**src/rtl/irq_tracker_pkg.sv**
```systemverilog
package irq_tracker_pkg;

  // Next pending bit: a request or software set always wins over a clear.
  function automatic logic pend_next(input logic cur, input logic req,
                                     input logic sw_set, input logic sw_clr,
                                     input logic taken);
    logic keep;
    keep = cur & ~sw_clr & ~taken;
    return req | sw_set | keep;
  endfunction

  // Next enable bit: set wins over clear.
  function automatic logic en_next(input logic cur, input logic sw_set,
                                   input logic sw_clr);
    return sw_set | (cur & ~sw_clr);
  endfunction

  // Next active bit: entry sets, return clears.
  function automatic logic act_next(input logic cur, input logic taken,
                                    input logic returned);
    return taken | (cur & ~returned);
  endfunction

  // Entry is accepted only for a pending, enabled, inactive line.
  function automatic logic can_take(input logic pend, input logic en,
                                    input logic act);
    return pend & en & ~act;
  endfunction

endpackage

```
**src/rtl/irq_id_decode.sv**
```systemverilog
module irq_id_decode #(
  parameter int N   = 8,
  parameter int IDW = (N > 1) ? $clog2(N) : 1
) (
  input  logic           valid,
  input  logic [IDW-1:0] id,
  output logic [N-1:0]   hit
);
  for (genvar i = 0; i < N; i++) begin : g_dec
    assign hit[i] = valid && (id == IDW'(i));
  end
endmodule

```
**src/rtl/irq_line_cell.sv**
```systemverilog
module irq_line_cell
  import irq_tracker_pkg::*;
(
  input  logic clk,
  input  logic rst_n,
  input  logic req,
  input  logic en_s,
  input  logic en_c,
  input  logic pd_s,
  input  logic pd_c,
  input  logic ack_hit,
  input  logic ret_hit,
  output logic enable_q,
  output logic pending_q,
  output logic active_q,
  output logic take_ev
);
  assign take_ev = ack_hit & can_take(pending_q, enable_q, active_q);

  always_ff @(posedge clk or negedge rst_n) begin
    if (!rst_n) begin
      enable_q  <= 1'b0;
      pending_q <= 1'b0;
      active_q  <= 1'b0;
    end else begin
      enable_q  <= en_next(enable_q, en_s, en_c);
      pending_q <= pend_next(pending_q, req, pd_s, pd_c, take_ev);
      active_q  <= act_next(active_q, take_ev, ret_hit);
    end
  end
endmodule

```
**src/rtl/irq_ready_reg.sv**
```systemverilog
module irq_ready_reg #(
  parameter int N = 8
) (
  input  logic         clk,
  input  logic         rst_n,
  input  logic [N-1:0] pending,
  input  logic [N-1:0] enable,
  output logic [N-1:0] ready
);
  always_ff @(posedge clk or negedge rst_n) begin
    if (!rst_n) ready <= '0;
    else        ready <= pending & enable;
  end
endmodule

```
**src/rtl/irq_state_tracker.sv**
```systemverilog
module irq_state_tracker #(
  parameter int N   = 8,
  parameter int IDW = (N > 1) ? $clog2(N) : 1
) (
  input  logic           clk,
  input  logic           rst_n,
  input  logic [N-1:0]   irq_req,
  input  logic [N-1:0]   en_set,
  input  logic [N-1:0]   en_clr,
  input  logic [N-1:0]   pend_set,
  input  logic [N-1:0]   pend_clr,
  input  logic           ack_valid,
  input  logic [IDW-1:0] ack_id,
  input  logic           ret_valid,
  input  logic [IDW-1:0] ret_id,
  output logic [N-1:0]   enable_o,
  output logic [N-1:0]   pending_o,
  output logic [N-1:0]   active_o,
  output logic [N-1:0]   ready_o
);
  // Named internal events, observed by the checker.
  logic [N-1:0] ack_hit;
  logic [N-1:0] ret_hit;
  logic [N-1:0] take_vec;

  irq_id_decode #(.N(N), .IDW(IDW)) u_ack_dec (
    .valid(ack_valid), .id(ack_id), .hit(ack_hit)
  );
  irq_id_decode #(.N(N), .IDW(IDW)) u_ret_dec (
    .valid(ret_valid), .id(ret_id), .hit(ret_hit)
  );

  for (genvar i = 0; i < N; i++) begin : g_line
    irq_line_cell u_cell (
      .clk      (clk),
      .rst_n    (rst_n),
      .req      (irq_req[i]),
      .en_s     (en_set[i]),
      .en_c     (en_clr[i]),
      .pd_s     (pend_set[i]),
      .pd_c     (pend_clr[i]),
      .ack_hit  (ack_hit[i]),
      .ret_hit  (ret_hit[i]),
      .enable_q (enable_o[i]),
      .pending_q(pending_o[i]),
      .active_q (active_o[i]),
      .take_ev  (take_vec[i])
    );
  end

  irq_ready_reg #(.N(N)) u_ready (
    .clk(clk), .rst_n(rst_n), .pending(pending_o), .enable(enable_o),
    .ready(ready_o)
  );
endmodule

```
**config.mk**
```make
export PLATFORM = sky130hd
export DESIGN_NAME = irq_state_tracker
export DESIGN_NICKNAME = d
export VERILOG_FILES = /design/src/rtl/irq_tracker_pkg.sv /design/src/rtl/irq_id_decode.sv /design/src/rtl/irq_line_cell.sv /design/src/rtl/irq_ready_reg.sv /design/src/rtl/irq_state_tracker.sv
export SDC_FILE = /design/constraint.sdc
export NUM_CORES = 1
export LEC_CHECK = 0
export BUFFER_PORTS_ARGS = -buffer_cell sky130_fd_sc_hd__buf_2
export CAP_MARGIN = 20
export CORE_UTILIZATION = 40
export CTS_BUF_LIST = sky130_fd_sc_hd__clkbuf_4 sky130_fd_sc_hd__clkbuf_8 sky130_fd_sc_hd__clkbuf_16
export DETAILED_ROUTE_END_ITERATION = 6
export MAX_ROUTING_LAYER = met4
export PLACE_DENSITY_LB_ADDON = 0.08
export REMOVE_ABC_BUFFERS = 1
export SKIP_CTS_REPAIR_TIMING = 1
export SYNTH_ARGS = -nofsm -noshare
export SYNTH_HDL_FRONTEND = slang
export SYNTH_SLANG_ARGS = --single-unit
```
**constraint.sdc**
```tcl
create_clock -name clk -period 0.9 [get_ports clk]
set_input_delay 0.18 -clock clk [delete_from_list [all_inputs] [get_ports clk]]
set_output_delay 0.18 -clock clk [all_outputs]
set_load 0.02 [all_outputs]
```
# Word level (Yosys, flattened, before mapping)
# Cells that the tools add are included.
[word_totals]
reg_bits = 32
in_bits = 50
out_inout_bits = 32
wordCells = 186
[classes]
n_eq_ne = 14
bitwise = 129
n_reduce_logical = 18
[ops]
columns = ["operator", "count"]
rows = [
  ["1-bit AND", 56],
  ["1-bit inverter", 40],
  ["1-bit OR", 32],
  ["3-bit equality test, second input constant", 8],
  ["1-bit logical AND", 16],
  ["3-bit by 2-bit equality test with 1-bit output, second input constant", 4],
  ["8-bit AND", 1],
  ["3-bit by 1-bit equality test with 1-bit output, second input constant", 2],
  ["3-bit logical NOT", 2],
]

# Logic depth before layout (Yosys ltp)
[depth]
ltp_word = 6
depth_mapped = 3
depth_no_buf = 3

# By module
# Synthesis repeated with hierarchy kept, for this count alone.
[unflattened]
hier_cells = 120
hier_area_um2 = 1534.0
[modules_own_cells]
columns = ["mod", "instances", "cells_each", "area_each_um2", "seq_area_each_um2"]
rows = [
  ["irq_line_cell", 8, 11, 136.4, 75.1],
  ["irq_ready_reg", 1, 16, 250.2, 200.2],
  ["irq_id_decode", 2, 8, 96.3, 0.0],
]

# Least setup slack after synthesis
# Ideal clock, no wire load.
[synth_timing]
path_type = "register -> register"
from = "register g_line[0].u_cell.active_q"
to = "register g_line[0].u_cell.active_q"
setup_ps = 65
arrival_ps = 928
t_required_ps = 835
setup_slack_ps = -93
stages_incl_launch_ff = 4
path_buffers = 0
period_less_slack_ps = 993
path_cell_list = "dfrtp_1 -> nand2b_1 -> nor4_1 -> a22o_1"
[synth_between]
elab_chain_len = 4
elab_cells_between_ends = 5
cone_classes = "5 x bitwise"
[synth_lines]
columns = ["element", "line", "text"]
rows = [
  ["start, declared", "irq_line_cell.sv:15", "output logic active_q,"],
  ["start signal, assigned", "irq_line_cell.sv:28", "active_q <= act_next(active_q, take_ev, ret_hit);"],
  ["1-bit inverter", "irq_tracker_pkg.sv:27", "return pend & en & ~act;"],
  ["1-bit AND", "irq_tracker_pkg.sv:27", ""],
  ["1-bit AND", "irq_line_cell.sv:18", "assign take_ev = ack_hit & can_take(pending_q, enable_q, active_q);"],
  ["1-bit OR *", "irq_tracker_pkg.sv:21", "return taken | (cur & ~returned);"],
]
# Every way passes the cells marked *; elsewhere a longest branch is shown, timed or not.

# Final worst setup path
[layout_timing]
from = "register g_line[3].u_cell.active_q"
to = "output active_o[3]"
[layout_lines]
columns = ["element", "line", "text"]
rows = [
  ["start, declared", "irq_line_cell.sv:15", ""],
  ["start signal, assigned", "irq_line_cell.sv:28", ""],
  ["end, declared", "irq_state_tracker.sv:18", "output logic [N-1:0] active_o,"],
]
# No word-level cell between the ends.

==> flow_metrics.py <==
metrics = {
    "power_and_ir_drop": {
        "cellLeakagePower_nw": 1.253,
        "p_sw_w": 0.001174,
        "ir_drop_v": 0.001113,
        "seq_power_share_pct": 42.0,
        "p_per_area_nw_per_um2": 1656,
        "swShare_pct": 28.38,
        "power_frac_comb_pct": 32.9,
        "p_int_w": 0.002962,
        "clockPowerShare_pct": 25.1,
    },
    "clocking": {
        "clkSinkCount": 32,
        "clk_latency_ps": 280,
        "clockRootBuffer": "clkbuf_8",
        "cts-buffers-inserted": 5,
        "cts.clk_slew.worst_paths_ps": 60,
        "cts_tree": "done",
        "h-tree-depth": 2,
        "ctsLongestPathBuffers": 2,
    },
    "yosys": {
        "ys_warn_count": 0,
        "synth.avg_cell_area_um2": 10.91,
        "netlist_instances": 141,
        "seq_area_frac_synth_pct": 52.03,
        "ys_seq_elements": 32,
        "synth.distinct_cells": 20,
        "netlist_area_um2": 1539,
    },
    "final_layout": {
        "fin_util_pct": 67.71,
        "layout_common_cells": "buf_2 (49), buf_6 (45), dfrtp_1 (32), buf_4 (18), nand2b_1 (13)",
        "drive_gt1_share_pct": 56.30,
        "nNetsFinal": 288,
        "final_area_um2": 2497,
        "num_antenna_cells": 0,
        "nFillCells": 296,
        "area_growth_pct": 62.28,
        "final_cells": 286,
        "mostFrequentLayoutCell": "buf_2",
    },
    "sta": {
        "final_hold_viol_count": 0,
        "tightest_slew_ps": 372.3,
        "rsz0062_at_grt": "yes",
        "tns_ps": -5198,
        "slew_violations": 0,
        "fin_crit_sh_pct": 123.8,
        "slew_headroom_pct": 75.12,
        "fin_skew_ps": 3.663,
        "post-route-min-period_ps": 1114,
        "fmax_ghz": 0.8974,
        "setup_viol": 48,
        "fin_hold_ws_ps": 78.29,
        "layout_setup_ws_ps": -214.3,
    },
    "placed_design": {
        "port_buffers": 81,
        "dp_hpwl_um": 2405,
        "dpl.cell_count": 262,
        "place_area_um2": 1957,
        "place_congestion": 0.7471,
    },
    "critical_path": {
        "cp_data_arrival_time_ps": 930,
        "start_kind": "register",
        "crit_required_ps": 720,
        "path_class": "reg2out",
        "crit_fanout": 2,
        "worst_setup_path_end_kind": "primary output",
    },
    "grt": {
        "grt_max_degree": 33,
        "grt_pass1_vias": 1198,
        "grt_usage_pct": 16.52,
        "grt_pass1_wl_um": 4878,
        "antenna_found_initial": 0,
        "grt_overflow": 0,
    },
    "die": {
        "die_w_um": 64.03,
        "die_area_um2": 4099,
        "die_y_um": 64.03,
        "io_pins": 82,
        "core_um2": 3689,
        "start_util_pct": 41.72,
        "placementRows": 22,
    },
    "status": {
        "violations": "setup timing",
        "status": "complete, but fails checks",
    },
    "drt": {
        "wire_per_inst_um": 12.21,
        "via_per_inst": 4.531,
        "drc": 0,
        "drtIter0Drc": 34,
        "via_count": 1296,
        "drtPass1Iterations": 6,
        "antenna_left": 0,
        "routed_wl_um": 3492,
    },
    "hold_path": {
        "hold_class": "in2reg",
    },
    "run": {
        "cap_violations": 0,
    },
}
[power by group through the flow]
stage               clock network, W  registers (W)  logic [W]
floorplan                          0        0.00193   0.000224
global placement                   0        0.00172   0.000902
detailed placement                 0        0.00172   0.000915
CTS                          0.00108        0.00170   0.000918
global route                 0.00113        0.00175    0.00146
finish                       0.00104        0.00174    0.00136
[cells in the mapped netlist]
master    count  area (µm²)
a22o_2        1       10.01
a22o_1        4       35.03
or2_0         1       6.260
inv_1         8       30.03
and2_1        8       50.05
buf_4        24       180.2
nand4_1       1       6.260
a21o_1        8       60.06
nand2_1       4       15.01
nor4_1        2       12.51
nor2_1        9       33.78
nand2b_4      1       13.76
nor2b_1       1       6.260
o21ai_0      11       55.05
dfrtp_1      32       800.8
nand2b_1     15       93.84
nand3_1       2       10.01
a21bo_1       1       10.01
nor4b_2       6       90.09
a21bo_2       2       20.02
[kinds of logic (layout without fill, tap and decap cells)]
logic type	after synthesis	in the layout	share of synthesized area (%)
buf+inv	32	129	13.66
simple gates	50	50	21.95
flops	32	32	52.03
compound gates	27	27	12.36
[flip-flops by register name, indices dropped and copies added (netlist names)]
register and flops:
u_ready.ready 8, g_line.u_cell.enable_q 8, g_line.u_cell.pending_q 8, g_line.u_cell.active_q 8
[routing by layer]
layer / up-vias / share of wire (%) / GRT usage [%]
li1: 639 / - / -
met1: 601 / 43 / 18.92
met2: 51 / 50 / 26.73
met3: 5 / 5.8 / 4.643
met4: 0 / 1.3 / 7.670
met5: - / 0 / -
[stage by stage]
step	setup slack (ps)	power (W)
after detailed placement	-217.2	0.002637
after CTS	-251.7	0.003698
final	-214.3	0.004136
after floorplan	-208.4	0.002154
after global routing	-254.9	0.004341
after global placement	-135.0	0.002621
[worst max-delay path: stages, from the launching register on]
cell and delay [ps]:
dfrtp_1 390, buf_4 150, buf_6 120
[layout make-up]
class                   count  area (µm²)  share of cell area (%)
repair buffers            114       917.1                   36.72
inverters                   8       30.03                   1.202
clock inverters             1       5.005                  0.2004
multi-input cells          77       608.1                   24.35
clock buffers               6       76.32                   3.056
flip-flops and latches     32       800.8                   32.06
well taps                  48       60.06                   2.405
[worst paths after layout]
kind	from	end	slack, ps	depth (start not counted)
max in group asynchronous	rst_n	g_line[7].u_cell.pending_q	340	3
hold reg to reg	g_line[6].u_cell.pending_q	u_ready.ready[6]	530	1
min in group asynchronous	rst_n	u_ready.ready[1]	380	3
hold / removal	en_set[0]	g_line[0].u_cell.enable_q	80	2
setup reg to reg	g_line[4].u_cell.enable_q	g_line[4].u_cell.active_q	-200	4
setup / recovery	g_line[3].u_cell.active_q	active_o[3]	-210	2
Power figures use the tool's default switching activity.
